--- src/rtl/cfgs_pkg.sv ---
// Package: shared widths and key bit positions for the keyed config stream.
// Assumes a 16-bit key whose two top bits are flags.
package cfgs_pkg;
    localparam int KEY_W    = 16;
    localparam int LEN_W    = 16;
    localparam int BYTE_W   = 8;
    localparam int WR_BIT   = 15;  // item accepts data writes
    localparam int BANK_BIT = 14;  // 1 = architecture-local bank
    localparam int IDX_W    = 14;  // index field width
    typedef logic [KEY_W-1:0]  key_t;
    typedef logic [LEN_W-1:0]  len_t;
    typedef logic [BYTE_W-1:0] byte_t;
endpackage

--- src/rtl/cfgs_entry_tab.sv ---
// Module: descriptor table holding base and length per item, two banks.
// Assumes the lookup index is in range whenever the selection is valid;
// out-of-range lookups return a zero descriptor.
module cfgs_entry_tab
    import cfgs_pkg::*;
#(
    parameter int N_ITEMS = 8,
    parameter int AW      = 8,
    parameter int IW      = $clog2(N_ITEMS)
) (
    input  logic          clk,
    input  logic          rst_n,
    input  logic          ld_we,
    input  logic          ld_bank,
    input  logic [IW-1:0] ld_idx,
    input  logic [AW-1:0] ld_base,
    input  len_t          ld_len,
    input  logic          rd_bank,
    input  logic [IW-1:0] rd_idx,
    output logic [AW-1:0] rd_base,
    output len_t          rd_len
);
    logic [AW-1:0] base_q [2][N_ITEMS];
    len_t          len_q  [2][N_ITEMS];

    // Load descriptors; all lengths clear on reset.
    always_ff @(posedge clk) begin
        if (!rst_n) begin
            for (int b = 0; b < 2; b++)
                for (int i = 0; i < N_ITEMS; i++) begin
                    base_q[b][i] <= '0;
                    len_q[b][i]  <= '0;
                end
        end else if (ld_we && (int'(ld_idx) < N_ITEMS)) begin
            base_q[ld_bank][ld_idx] <= ld_base;
            len_q[ld_bank][ld_idx]  <= ld_len;
        end
    end

    // Look up the selected descriptor.
    always_comb begin
        rd_base = '0;
        rd_len  = '0;
        if (int'(rd_idx) < N_ITEMS) begin
            rd_base = base_q[rd_bank][rd_idx];
            rd_len  = len_q[rd_bank][rd_idx];
        end
    end
endmodule

--- src/rtl/cfgs_byte_store.sv ---
// Module: byte store with a load port and a device write port, async read.
// Assumes the load port wins when both ports write in the same cycle.
module cfgs_byte_store
    import cfgs_pkg::*;
#(
    parameter int DEPTH = 256,
    parameter int AW    = $clog2(DEPTH)
) (
    input  logic          clk,
    input  logic          a_we,
    input  logic [AW-1:0] a_addr,
    input  byte_t         a_data,
    input  logic          b_we,
    input  logic [AW-1:0] b_addr,
    input  byte_t         b_data,
    input  logic [AW-1:0] rd_addr,
    output byte_t         rd_data
);
    byte_t mem [DEPTH];

    // Write bytes, load port first.
    always_ff @(posedge clk) begin
        if (a_we)      mem[a_addr] <= a_data;
        else if (b_we) mem[b_addr] <= b_data;
    end

    // Combinational read at the cursor address.
    assign rd_data = mem[rd_addr];
endmodule

--- src/rtl/cfgs_cursor.sv ---
// Module: key selection and byte cursor, access gating and fill pulse.
// Assumes ent_len/ent_base describe the currently selected item.
module cfgs_cursor
    import cfgs_pkg::*;
#(
    parameter int N_ITEMS = 8,
    parameter int AW      = 8,
    parameter int IW      = $clog2(N_ITEMS)
) (
    input  logic          clk,
    input  logic          rst_n,
    input  logic          sel_we,
    input  key_t          sel_key,
    input  logic          rd_req,
    input  logic          wr_req,
    input  len_t          ent_len,
    input  logic [AW-1:0] ent_base,
    output logic          cur_bank,
    output logic [IW-1:0] cur_idx,
    output logic          readable,
    output logic          wr_go,
    output logic [AW-1:0] mem_addr,
    output logic          fill_done,
    output key_t          fill_key
);
    key_t key_q;
    logic ok_q;
    len_t off_q;
    logic done_q;
    key_t done_key_q;

    logic in_range, writable;
    len_t off_inc;

    assign in_range = (sel_key[IDX_W-1:0] < IDX_W'(N_ITEMS));
    assign readable = ok_q && (off_q < ent_len);
    assign writable = ok_q && key_q[WR_BIT] && (off_q < ent_len);
    assign off_inc  = off_q + 1'b1;
    assign wr_go    = wr_req && !sel_we && writable;
    assign cur_bank = key_q[BANK_BIT];
    assign cur_idx  = key_q[IW-1:0];
    assign mem_addr = ent_base + off_q[AW-1:0];
    assign fill_done = done_q;
    assign fill_key  = done_key_q;

    // Select, advance the cursor, and raise the fill pulse.
    always_ff @(posedge clk) begin
        if (!rst_n) begin
            key_q      <= '0;
            ok_q       <= 1'b1;
            off_q      <= '0;
            done_q     <= 1'b0;
            done_key_q <= '0;
        end else begin
            done_q <= 1'b0;
            if (sel_we) begin
                key_q <= sel_key;
                ok_q  <= in_range;
                off_q <= '0;
            end else if (wr_req) begin
                if (writable) begin
                    if (off_inc == ent_len) begin
                        off_q      <= '0;
                        done_q     <= 1'b1;
                        done_key_q <= key_q;
                    end else begin
                        off_q <= off_inc;
                    end
                end
            end else if (rd_req && readable) begin
                off_q <= off_inc;
            end
        end
    end


    sel_clear_chk: assert property (@(posedge clk) disable iff (!rst_n)
        sel_we |=> off_q == '0);

    invalid_still_chk: assert property (@(posedge clk) disable iff (!rst_n)
        !ok_q |-> off_q == '0);

    read_step_chk: assert property (@(posedge clk) disable iff (!rst_n)
        (rd_req && !sel_we && !wr_req && ok_q && off_q < ent_len)
        |=> off_q == LEN_W'($past(off_q) + 1));

    read_end_hold_chk: assert property (@(posedge clk) disable iff (!rst_n)
        (rd_req && !sel_we && !wr_req && off_q >= ent_len) |=> $stable(off_q));

    write_closed_chk: assert property (@(posedge clk) disable iff (!rst_n)
        (wr_req && !sel_we && !key_q[WR_BIT]) |=> $stable(off_q));

    fill_rewind_chk: assert property (@(posedge clk) disable iff (!rst_n)
        fill_done |-> off_q == '0);

    fill_from_write_chk: assert property (@(posedge clk) disable iff (!rst_n)
        fill_done |-> $past(wr_req));
endmodule

--- src/rtl/cfgs_top.sv ---
// Module: keyed configuration byte stream, top level.
// Assumes items are loaded before firmware accesses them and that
// base + length of every item fits inside the byte store.
module cfgs_top
    import cfgs_pkg::*;
#(
    parameter int N_ITEMS   = 8,
    parameter int MEM_BYTES = 256,
    localparam int IW = $clog2(N_ITEMS),
    localparam int AW = $clog2(MEM_BYTES)
) (
    input  logic          clk,
    input  logic          rst_n,
    input  logic          ctl_we,
    input  logic [15:0]   ctl_key,
    input  logic          dat_rd,
    output logic [7:0]    dat_rdata,
    input  logic          dat_we,
    input  logic [7:0]    dat_wdata,
    input  logic          ld_tab_we,
    input  logic          ld_tab_bank,
    input  logic [IW-1:0] ld_tab_idx,
    input  logic [AW-1:0] ld_tab_base,
    input  logic [15:0]   ld_tab_len,
    input  logic          ld_mem_we,
    input  logic [AW-1:0] ld_mem_addr,
    input  logic [7:0]    ld_mem_data,
    output logic          fill_done,
    output logic [15:0]   fill_key
);
    logic          cur_bank, readable, wr_go;
    logic [IW-1:0] cur_idx;
    logic [AW-1:0] ent_base, mem_addr;
    len_t          ent_len;
    byte_t         mem_byte;

    cfgs_entry_tab #(.N_ITEMS(N_ITEMS), .AW(AW)) u_tab (
        .clk(clk), .rst_n(rst_n),
        .ld_we(ld_tab_we), .ld_bank(ld_tab_bank), .ld_idx(ld_tab_idx),
        .ld_base(ld_tab_base), .ld_len(ld_tab_len),
        .rd_bank(cur_bank), .rd_idx(cur_idx),
        .rd_base(ent_base), .rd_len(ent_len)
    );

    cfgs_byte_store #(.DEPTH(MEM_BYTES)) u_store (
        .clk(clk),
        .a_we(ld_mem_we), .a_addr(ld_mem_addr), .a_data(ld_mem_data),
        .b_we(wr_go), .b_addr(mem_addr), .b_data(dat_wdata),
        .rd_addr(mem_addr), .rd_data(mem_byte)
    );

    cfgs_cursor #(.N_ITEMS(N_ITEMS), .AW(AW)) u_cur (
        .clk(clk), .rst_n(rst_n),
        .sel_we(ctl_we), .sel_key(ctl_key),
        .rd_req(dat_rd), .wr_req(dat_we),
        .ent_len(ent_len), .ent_base(ent_base),
        .cur_bank(cur_bank), .cur_idx(cur_idx),
        .readable(readable), .wr_go(wr_go), .mem_addr(mem_addr),
        .fill_done(fill_done), .fill_key(fill_key)
    );

    // Zero the data port whenever no byte is available.
    assign dat_rdata = readable ? mem_byte : 8'h00;


    pulse_single_key_chk: assert property (@(posedge clk) disable iff (!rst_n)
        fill_done |-> fill_key[WR_BIT]);
endmodule

--- config.mk ---
export PLATFORM = sky130hd
export DESIGN_NAME = cfgs_top
export DESIGN_NICKNAME = d
export VERILOG_FILES = /design/src/rtl/cfgs_pkg.sv /design/src/rtl/cfgs_entry_tab.sv /design/src/rtl/cfgs_byte_store.sv /design/src/rtl/cfgs_cursor.sv /design/src/rtl/cfgs_top.sv
export SDC_FILE = /design/constraint.sdc
export NUM_CORES = 2
export LEC_CHECK = 0
export ABC_CLOCK_PERIOD_IN_PS = 14200
export BUFFER_PORTS_ARGS = -buffer_cell sky130_fd_sc_hd__buf_2
export CAP_MARGIN = 20
export CELL_PAD_IN_SITES_DETAIL_PLACEMENT = 1
export CELL_PAD_IN_SITES_GLOBAL_PLACEMENT = 2
export CORE_ASPECT_RATIO = 0.7
export CORE_UTILIZATION = 50
export CTS_CLUSTER_SIZE = 28
export DETAILED_ROUTE_END_ITERATION = 10
export GPL_ROUTABILITY_DRIVEN = 0
export HOLD_SLACK_MARGIN = 0.08
export PLACE_DENSITY_LB_ADDON = 0.1
export SETUP_SLACK_MARGIN = 0.3
export SLEW_MARGIN = 25
export SYNTH_ARGS = -nofsm -noshare
export SYNTH_HDL_FRONTEND = slang
export SYNTH_SLANG_ARGS = --single-unit
export TNS_END_PERCENT = 20
--- constraint.sdc ---
create_clock -name clk -period 14.2 [get_ports clk]
set_input_delay 0.71 -clock clk [delete_from_list [all_inputs] [get_ports clk]]
set_output_delay 0.71 -clock clk [all_outputs]
set_load 0.01 [all_outputs]
=== Yosys cells after proc, flatten, opt, wreduce, memory -nomap -nowiden ===
Memories as Yosys holds them, arrays and structs flattened. A register that Yosys moved wholly into a read port is not among the register bits.
Index checks and enable logic that the tools add are counted.

* Register bits after elaboration: 50
* Memory bits (writable): 2432
* Bits of input ports: 75
* Output and inout port bits: 25
* Logic and storage cells: 78
* Memories kept: 3

* $add $sub $neg: 2
* Order comparisons: 5
* Equal/unequal tests: 2
* Multiplexer cells: 39
* Bitwise gates (word level): 6
* Reduce and logical (&&, ||, !) cells: 16

{| class="wikitable"
|+ Memories
! memory !! depth !! bits a word !! rd ports !! clocked after Yosys merged registers in !! wr ports !! RTL line !! RTL
|-
| u_store.mem || 256 || 8 || 1 || 0 || 1 || cfgs_byte_store.sv:19 || <nowiki>byte_t mem [DEPTH];</nowiki>
|-
| u_tab.len_q || 2 || 128 || 1 || 1 || 2 || cfgs_entry_tab.sv:24 || <nowiki>len_t len_q [2][N_ITEMS];</nowiki>
|-
| u_tab.base_q || 2 || 64 || 1 || 1 || 2 || cfgs_entry_tab.sv:23 || <nowiki>logic [AW-1:0] base_q [2][N_ITEMS];</nowiki>
|}

{| class="wikitable"
|+ Operators with widths
! operator !! number
|-
| $mux W128 || 3
|-
| $mux W64 || 3
|-
| $reduce_or A128 Y1 || 1
|-
| $mux W16 || 7
|-
| $reduce_or A64 Y1 || 1
|-
| $bmux W16 S3 || 1
|-
| $demux W16 S3 || 1
|-
| $mux W8 || 6
|-
| $bmux W8 S3 || 1
|-
| $demux W8 S3 || 1
|-
| $add A16 B1 Y16 const B || 1
|-
| $eq A16 B16 Y1 || 1
|-
| $lt A16 B16 Y1 || 1
|-
| $mux W1 || 16
|-
| $lt A14 B4 Y1 const B || 1
|-
| $add A8 B8 Y8 || 1
|-
| $ge A4 B4 Y1 const B || 2
|-
| $not A3 Y4 || 2
|-
| $reduce_or A8 Y1 || 1
|-
| $logic_and A1 B1 Y1 || 7
|-
| $lt A4 B1 Y1 const B || 1
|-
| $not A1 Y1 || 4
|-
| $reduce_and A4 Y1 || 1
|-
| $reduce_or A4 Y1 || 1
|-
| 5 further kinds || 5
|}

=== Longest topological paths before layout ===
* Depth in word-level cells: 12
* Mapped depth: 20
* Depth with buffers taken out: 14

=== By module ===
Synthesis repeated with hierarchy kept, for this count alone.

* Cell total of the unflattened synthesis: 5121
* Area, all modules: 99925.8 µm²

{| class="wikitable"
|+ Modules (own cells, without submodules)
! module !! times used !! cells an instance !! area an instance (µm²) !! seq. area each (µm²)
|-
| cfgs_byte_store || 1 || 3825 || 80380.8 || 61499.0
|-
| cfgs_entry_tab || 1 || 892 || 16155.5 || 11531.1
|-
| cfgs_cursor || 1 || 396 || 3339.5 || 1001.0
|-
| cfgs_top || 1 || 8 || 50.0 || 0.0
|}

=== Least setup slack after synthesis ===
No wires, ideal clock.

* Path type: reg2reg
* Start point: register u_cur.key_q[0]
* End point: memory u_store.mem[0][0] (netlist bit) (data pin)
* Setup time: 0.556 ns
* Arrival time: 6.183 ns
* Required time: 13.644 ns
* Setup slack: 7.461 ns
* Stages on the path, launching flop included: 19
* Path buffers: 7
* Period minus slack after synthesis: 6.739 ns
* Cells stage by stage: dfxtp_1 > buf_2 > buf_2 > buf_2 > buf_1 > clkbuf_1 > mux4_2 > mux4_2 > ha_1 > nor2b_1 > o21a_1 > o21a_1 > o21ai_1 > a21oi_1 > o211a_1 > nor4_1 > clkbuf_1 > buf_1 > mux2_2

* Cells in the longest elaborated chain, start to end: 12

{| class="wikitable"
|+ RTL lines
! item !! RTL line !! RTL
|-
| start: declaration || cfgs_cursor.sv:26 || <nowiki>key_t key_q;</nowiki>
|-
| start signal: assignment || cfgs_cursor.sv:57 || <nowiki>key_q <= sel_key;</nowiki>
|-
| $not A3 Y4 (not written as such) || cfgs_entry_tab.sv:46 || <nowiki>rd_len = len_q[rd_bank][rd_idx];</nowiki>
|-
| $bmux W16 S3 || cfgs_entry_tab.sv:46 ||
|-
| $mux W16 (not written as such) (2 in a row) || cfgs_entry_tab.sv:46 ||
|-
| $lt A16 B16 Y1 || cfgs_cursor.sv:37 || <nowiki>assign writable = ok_q && key_q[WR_BIT] && (off_q < ent_len);</nowiki>
|-
| $logic_and A1 B1 Y1 || cfgs_cursor.sv:37 ||
|-
| $logic_and A1 B1 Y1 || cfgs_cursor.sv:39 || <nowiki>assign wr_go = wr_req && !sel_we && writable;</nowiki>
|-
| $mux W1 || cfgs_byte_store.sv:24 || <nowiki>else if (b_we) mem[b_addr] <= b_data;</nowiki>
|-
| $mux W1 || cfgs_byte_store.sv:23 || <nowiki>if (a_we) mem[a_addr] <= a_data;</nowiki>
|-
| $mux W1 (not written as such) || cfgs_byte_store.sv:24 ||
|-
| $reduce_or A8 Y1 (no source line) || -- ||
|-
| $mux W8 (no source line) || -- ||
|-
| end: declaration || cfgs_byte_store.sv:19 ||
|}

No other way between the ends. The select of a mux whose other input is x is not followed.

==> results.rst <==
.. list-table::
   :header-rows: 1

   * - Metric
     - Value
   * - Fmax
     - 0.109 GHz
   * - Net Count, Synth
     - 4839
   * - Skew-Pair Late Insertion Delay
     - 0.90 ns
   * - Worst-case clock buffer depth
     - 4
   * - Biggest area contributors in the synthesized netlist
     - sky130_fd_sc_hd__edfxtp_1 73%, sky130_fd_sc_hd__mux4_2 17%, sky130_fd_sc_hd__and2_1 1.2%, sky130_fd_sc_hd__a21oi_1 1.2%, sky130_fd_sc_hd__dfxtp_1 1.0%
   * - Clock period minus final worst setup slack
     - 9.17 ns
   * - Effective utilization at floorplan
     - 0.506
   * - Number of buffers inserted by port buffering
     - 99
   * - # clock sinks
     - 2483
   * - Max-Slew Margin vs Limit
     - 0.246
   * - Total negative slack for setup checks
     - 0 ns
   * - Antenna violations before repair
     - 18
   * - Remaining number of nets flagged by the antenna check after routing
     - 0
   * - Number of warnings issued by yosys
     - 0
   * - Mapped Area
     - 0.100 mm2
   * - Number of I/O pins
     - 100
   * - Fillers
     - 16500
   * - FF+latch count, synth
     - 2483
   * - Average wire per standard cell
     - 35.6 um
   * - Kind of critical path
     - flip-flop to output pin
   * - Number of max-cap violations
     - 0
   * - Routed via count divided by cell count
     - 6.52
   * - Register area share after synthesis
     - 0.741
   * - Clock slew seen by the registers of the worst setup and hold paths
     - 0.06 ns
   * - Setup repair after global routing missed its margin
     - no
   * - Via count of the first global-routing pass
     - 51100
   * - Length of the first detailed-routing pass in iterations
     - 5
   * - Min-Delay Path Class
     - input port to flip-flop
   * - Violation count after the first detailed-route iteration
     - 6161
   * - Placement-stage cell area
     - 0.104 mm2
   * - Floorplan die area
     - 0.202 mm2
   * - Largest fanout of any net on the critical path
     - 126
   * - Peak ir drop on the vdd network
     - 0.000119 V
   * - Remaining routing DRC violations
     - 0
   * - CTS Root Cell
     - sky130_fd_sc_hd__clkbuf_16
   * - Pin count of the biggest net entering global routing
     - 162
   * - Final non-filler cell area
     - 0.112 mm2
   * - Number of buffers created by CTS
     - 239
   * - Post-cts resize count
     - 0
   * - Yosys top cell area share
     - 0.731
   * - Slew @ Worst Pin
     - 1.12 ns
   * - TritonCTS clock tree
     - done
   * - Required time worst endpoint
     - 13.49 ns
   * - Final-report max-slew violation count
     - 0
   * - Tot GR Track Use
     - 0.274
   * - Final Non-Filler Cells
     - 7723
   * - Placeable core region
     - 0.198 mm2
   * - Final wirelength
     - 275 mm
   * - Fin nets
     - 5008
   * - P_leak
     - 35.0 nW
   * - Horizontal die dimension
     - 536 um
   * - Die height
     - 376 um
   * - Final critical-path share of the clock period
     - 0.646
   * - Cell count after synthesis
     - 4739
   * - Mean cell area of the mapped netlist
     - 21.1 um2
   * - Placed Cells
     - 7275
   * - Primary flip-flop cell chosen by synthesis mapping
     - sky130_fd_sc_hd__edfxtp_1
   * - CTS H-Tree Depth
     - 4
   * - Final Total Pwr
     - 17.0 mW
   * - Post-detail-place hpwl
     - 163 mm
   * - Post-synthesis async set-or-reset flop share
     - 0
   * - Run status
     - complete, no violations
   * - Crit path arrival time
     - 8.46 ns
   * - Ratio of cells with drive above 1 in the final layout
     - 0.300
   * - Final hold violation count
     - 0
   * - Number of flops mapped to enable cells by yosys
     - 2432
   * - Critical Path Sink Type
     - output pin
   * - Overall via count from detail_route
     - 50300
   * - Number of distinct library cells after synthesis
     - 65
   * - # setup viols final
     - 0
   * - First-pass GRT wire length
     - 390 mm
   * - Cell taking the most area after synthesis
     - sky130_fd_sc_hd__edfxtp_1
   * - Remaining global-route overflow
     - 0
   * - Startpoint kind of the worst setup timing path
     - flip-flop
   * - Power density relative to cell area
     - 151 mW/mm2
   * - Synthesis-to-finish area growth
     - 12.4%
   * - Worst clock skew on the final layout
     - 0.0581 ns
   * - Number of placement rows
     - 136
   * - Hold slack
     - 0.141 ns
## synthesized netlist by cell type (13+ instances only)
master and instances:
sky130_fd_sc_hd__buf_2 41, sky130_fd_sc_hd__xnor2_1 23, sky130_fd_sc_hd__nand3_1 43, sky130_fd_sc_hd__a21oi_2 80, sky130_fd_sc_hd__edfxtp_1 2432, sky130_fd_sc_hd__nand2_1 36
sky130_fd_sc_hd__mux4_2 736, sky130_fd_sc_hd__nor2b_1 42, sky130_fd_sc_hd__inv_1 16, sky130_fd_sc_hd__ha_1 24, sky130_fd_sc_hd__nand2b_1 18, sky130_fd_sc_hd__buf_6 13
sky130_fd_sc_hd__or3_1 17, sky130_fd_sc_hd__dfxtp_1 51, sky130_fd_sc_hd__nor2_1 73, sky130_fd_sc_hd__nor3_1 17, sky130_fd_sc_hd__a211oi_1 59, sky130_fd_sc_hd__buf_1 57
sky130_fd_sc_hd__a21oi_1 240, sky130_fd_sc_hd__a22oi_1 13, sky130_fd_sc_hd__and2_1 196, sky130_fd_sc_hd__and3_1 57, sky130_fd_sc_hd__mux2i_1 82, sky130_fd_sc_hd__o21ai_0 33
sky130_fd_sc_hd__clkbuf_1 199
## final timing paths
check	from	end	slack, ns	depth (start not counted)
setup reg to reg	flip-flop	u_store.mem[83][5]	6.34	15
setup / recovery	flip-flop	dat_rdata[1]	5.03	14
hold / removal	ctl_key[1]	u_cur.key_q[1]	0.14	3
hold reg to reg	u_cur.fill_key[15]	u_cur.fill_key[15]	0.45	2
## repair_timing
action | 4_1_cts | 5_1_grt
hold endpoints to repair | 11 | 0
hold buffers | 11 | 0
setup buffers | 0 | 0
## through the flow
stage / worst slack (ns) / util
after global routing: 4.59 / 0.569
after detailed placement: 5.76 / 0.528
final: 5.03 / 0.569
after CTS: 4.76 / 0.568
after floorplan: 7.46 / -
after global placement: 5.78 / 0.527
## per-layer routing
| layer | part of all wire | global-route usage | up-vias |
|---|---|---|---|
| met5 | 0 | 0 | - |
| met4 | 0.018 | 0.0514 | 0 |
| met3 | 0.081 | 0.0474 | 353 |
| met2 | 0.45 | 0.401 | 2183 |
| met1 | 0.45 | 0.438 | 27600 |
| li1 | - | - | 20200 |
## kinds of logic after synthesis
kind of cell / Yosys count / share of synthesized area
flops: 2483 / 0.741
compound gates: 495 / 0.0317
fa+ha+maj: 25 / 0.00320
xor+xnor: 29 / 0.00299
buf+inv: 329 / 0.0139
mux: 828 / 0.175
simple gates: 550 / 0.0323
## layout make-up
type                            count  area (um2)  area share
Multi-Input combinational cell   1927       25400       0.226
Tap cell                         2622        3280      0.0292
Antenna cell                        5        12.5    0.000111
Clock inverter                    140        1560      0.0138
Clock buffer                      289        6280      0.0559
Timing Repair Buffer              240        1770      0.0157
Inverter                           17        63.8    0.000568
Sequential cell                  2483       74100       0.659
## placed cells by master, fill, tap and decap left out, drive strengths merged, types with 10 or more instances in the layout
| cell type | instances |
|---|---|
| nand2 | 36 |
| nor2b | 42 |
| mux2 | 10 |
| bufinv | 33 |
| inv | 22 |
| clkinv | 90 |
| edfxtp | 2432 |
| nor3 | 17 |
| dfxtp | 51 |
| clkbuf | 290 |
| and2 | 196 |
| or4 | 11 |
| ha | 24 |
| mux2i | 82 |
| nor2 | 73 |
| nor4 | 11 |
| mux4 | 736 |
| o21ai | 35 |
| clkinvlp | 12 |
| dlygate4sd3 | 11 |
| xnor2 | 25 |
| a22oi | 13 |
| nand2b | 18 |
| and3 | 57 |
| a211oi | 59 |
| nand3 | 51 |
| buf | 228 |
| a21oi | 320 |
| or3 | 17 |
## flip-flops by register name, indices dropped and copies added, names as in the netlist, named ones only
signal / flops
u_cur.ok_q: 1
u_cur.off_q: 16
u_cur.key_q: 16
u_tab.base_q: 128
u_store.mem: 2048
u_cur.fill_done: 1
u_cur.fill_key: 16
u_tab.len_q: 256
## report_power, final
| group | internal, mW | total [mW] | leakage [nW] | switching [mW] |
|---|---|---|---|---|
| registers | 8.14 | 8.17 | 22.5 | 0.0291 |
| logic | 0.976 | 2.30 | 8.69 | 1.32 |
| clock network | 3.73 | 6.51 | 3.82 | 2.77 |
| total | 12.8 | 17.0 | 35.0 | 4.13 |
## worst max-delay path, cell delays in order, from the launching register on
cell and delay [ns]:
sky130_fd_sc_hd__dfxtp_4 0.55, sky130_fd_sc_hd__buf_12 0.47, sky130_fd_sc_hd__mux4_2 0.60, sky130_fd_sc_hd__mux4_2 0.51, sky130_fd_sc_hd__ha_4 0.19, sky130_fd_sc_hd__fa_4 0.82
sky130_fd_sc_hd__buf_12 0.57, sky130_fd_sc_hd__buf_4 0.55, sky130_fd_sc_hd__mux4_2 0.44, sky130_fd_sc_hd__mux4_2 0.60, sky130_fd_sc_hd__mux2i_1 0.56, sky130_fd_sc_hd__a21oi_1 0.21
sky130_fd_sc_hd__a211oi_1 0.80, sky130_fd_sc_hd__a211oi_1 0.21, sky130_fd_sc_hd__buf_2 0.21
Power figures use the tool's default switching activity.
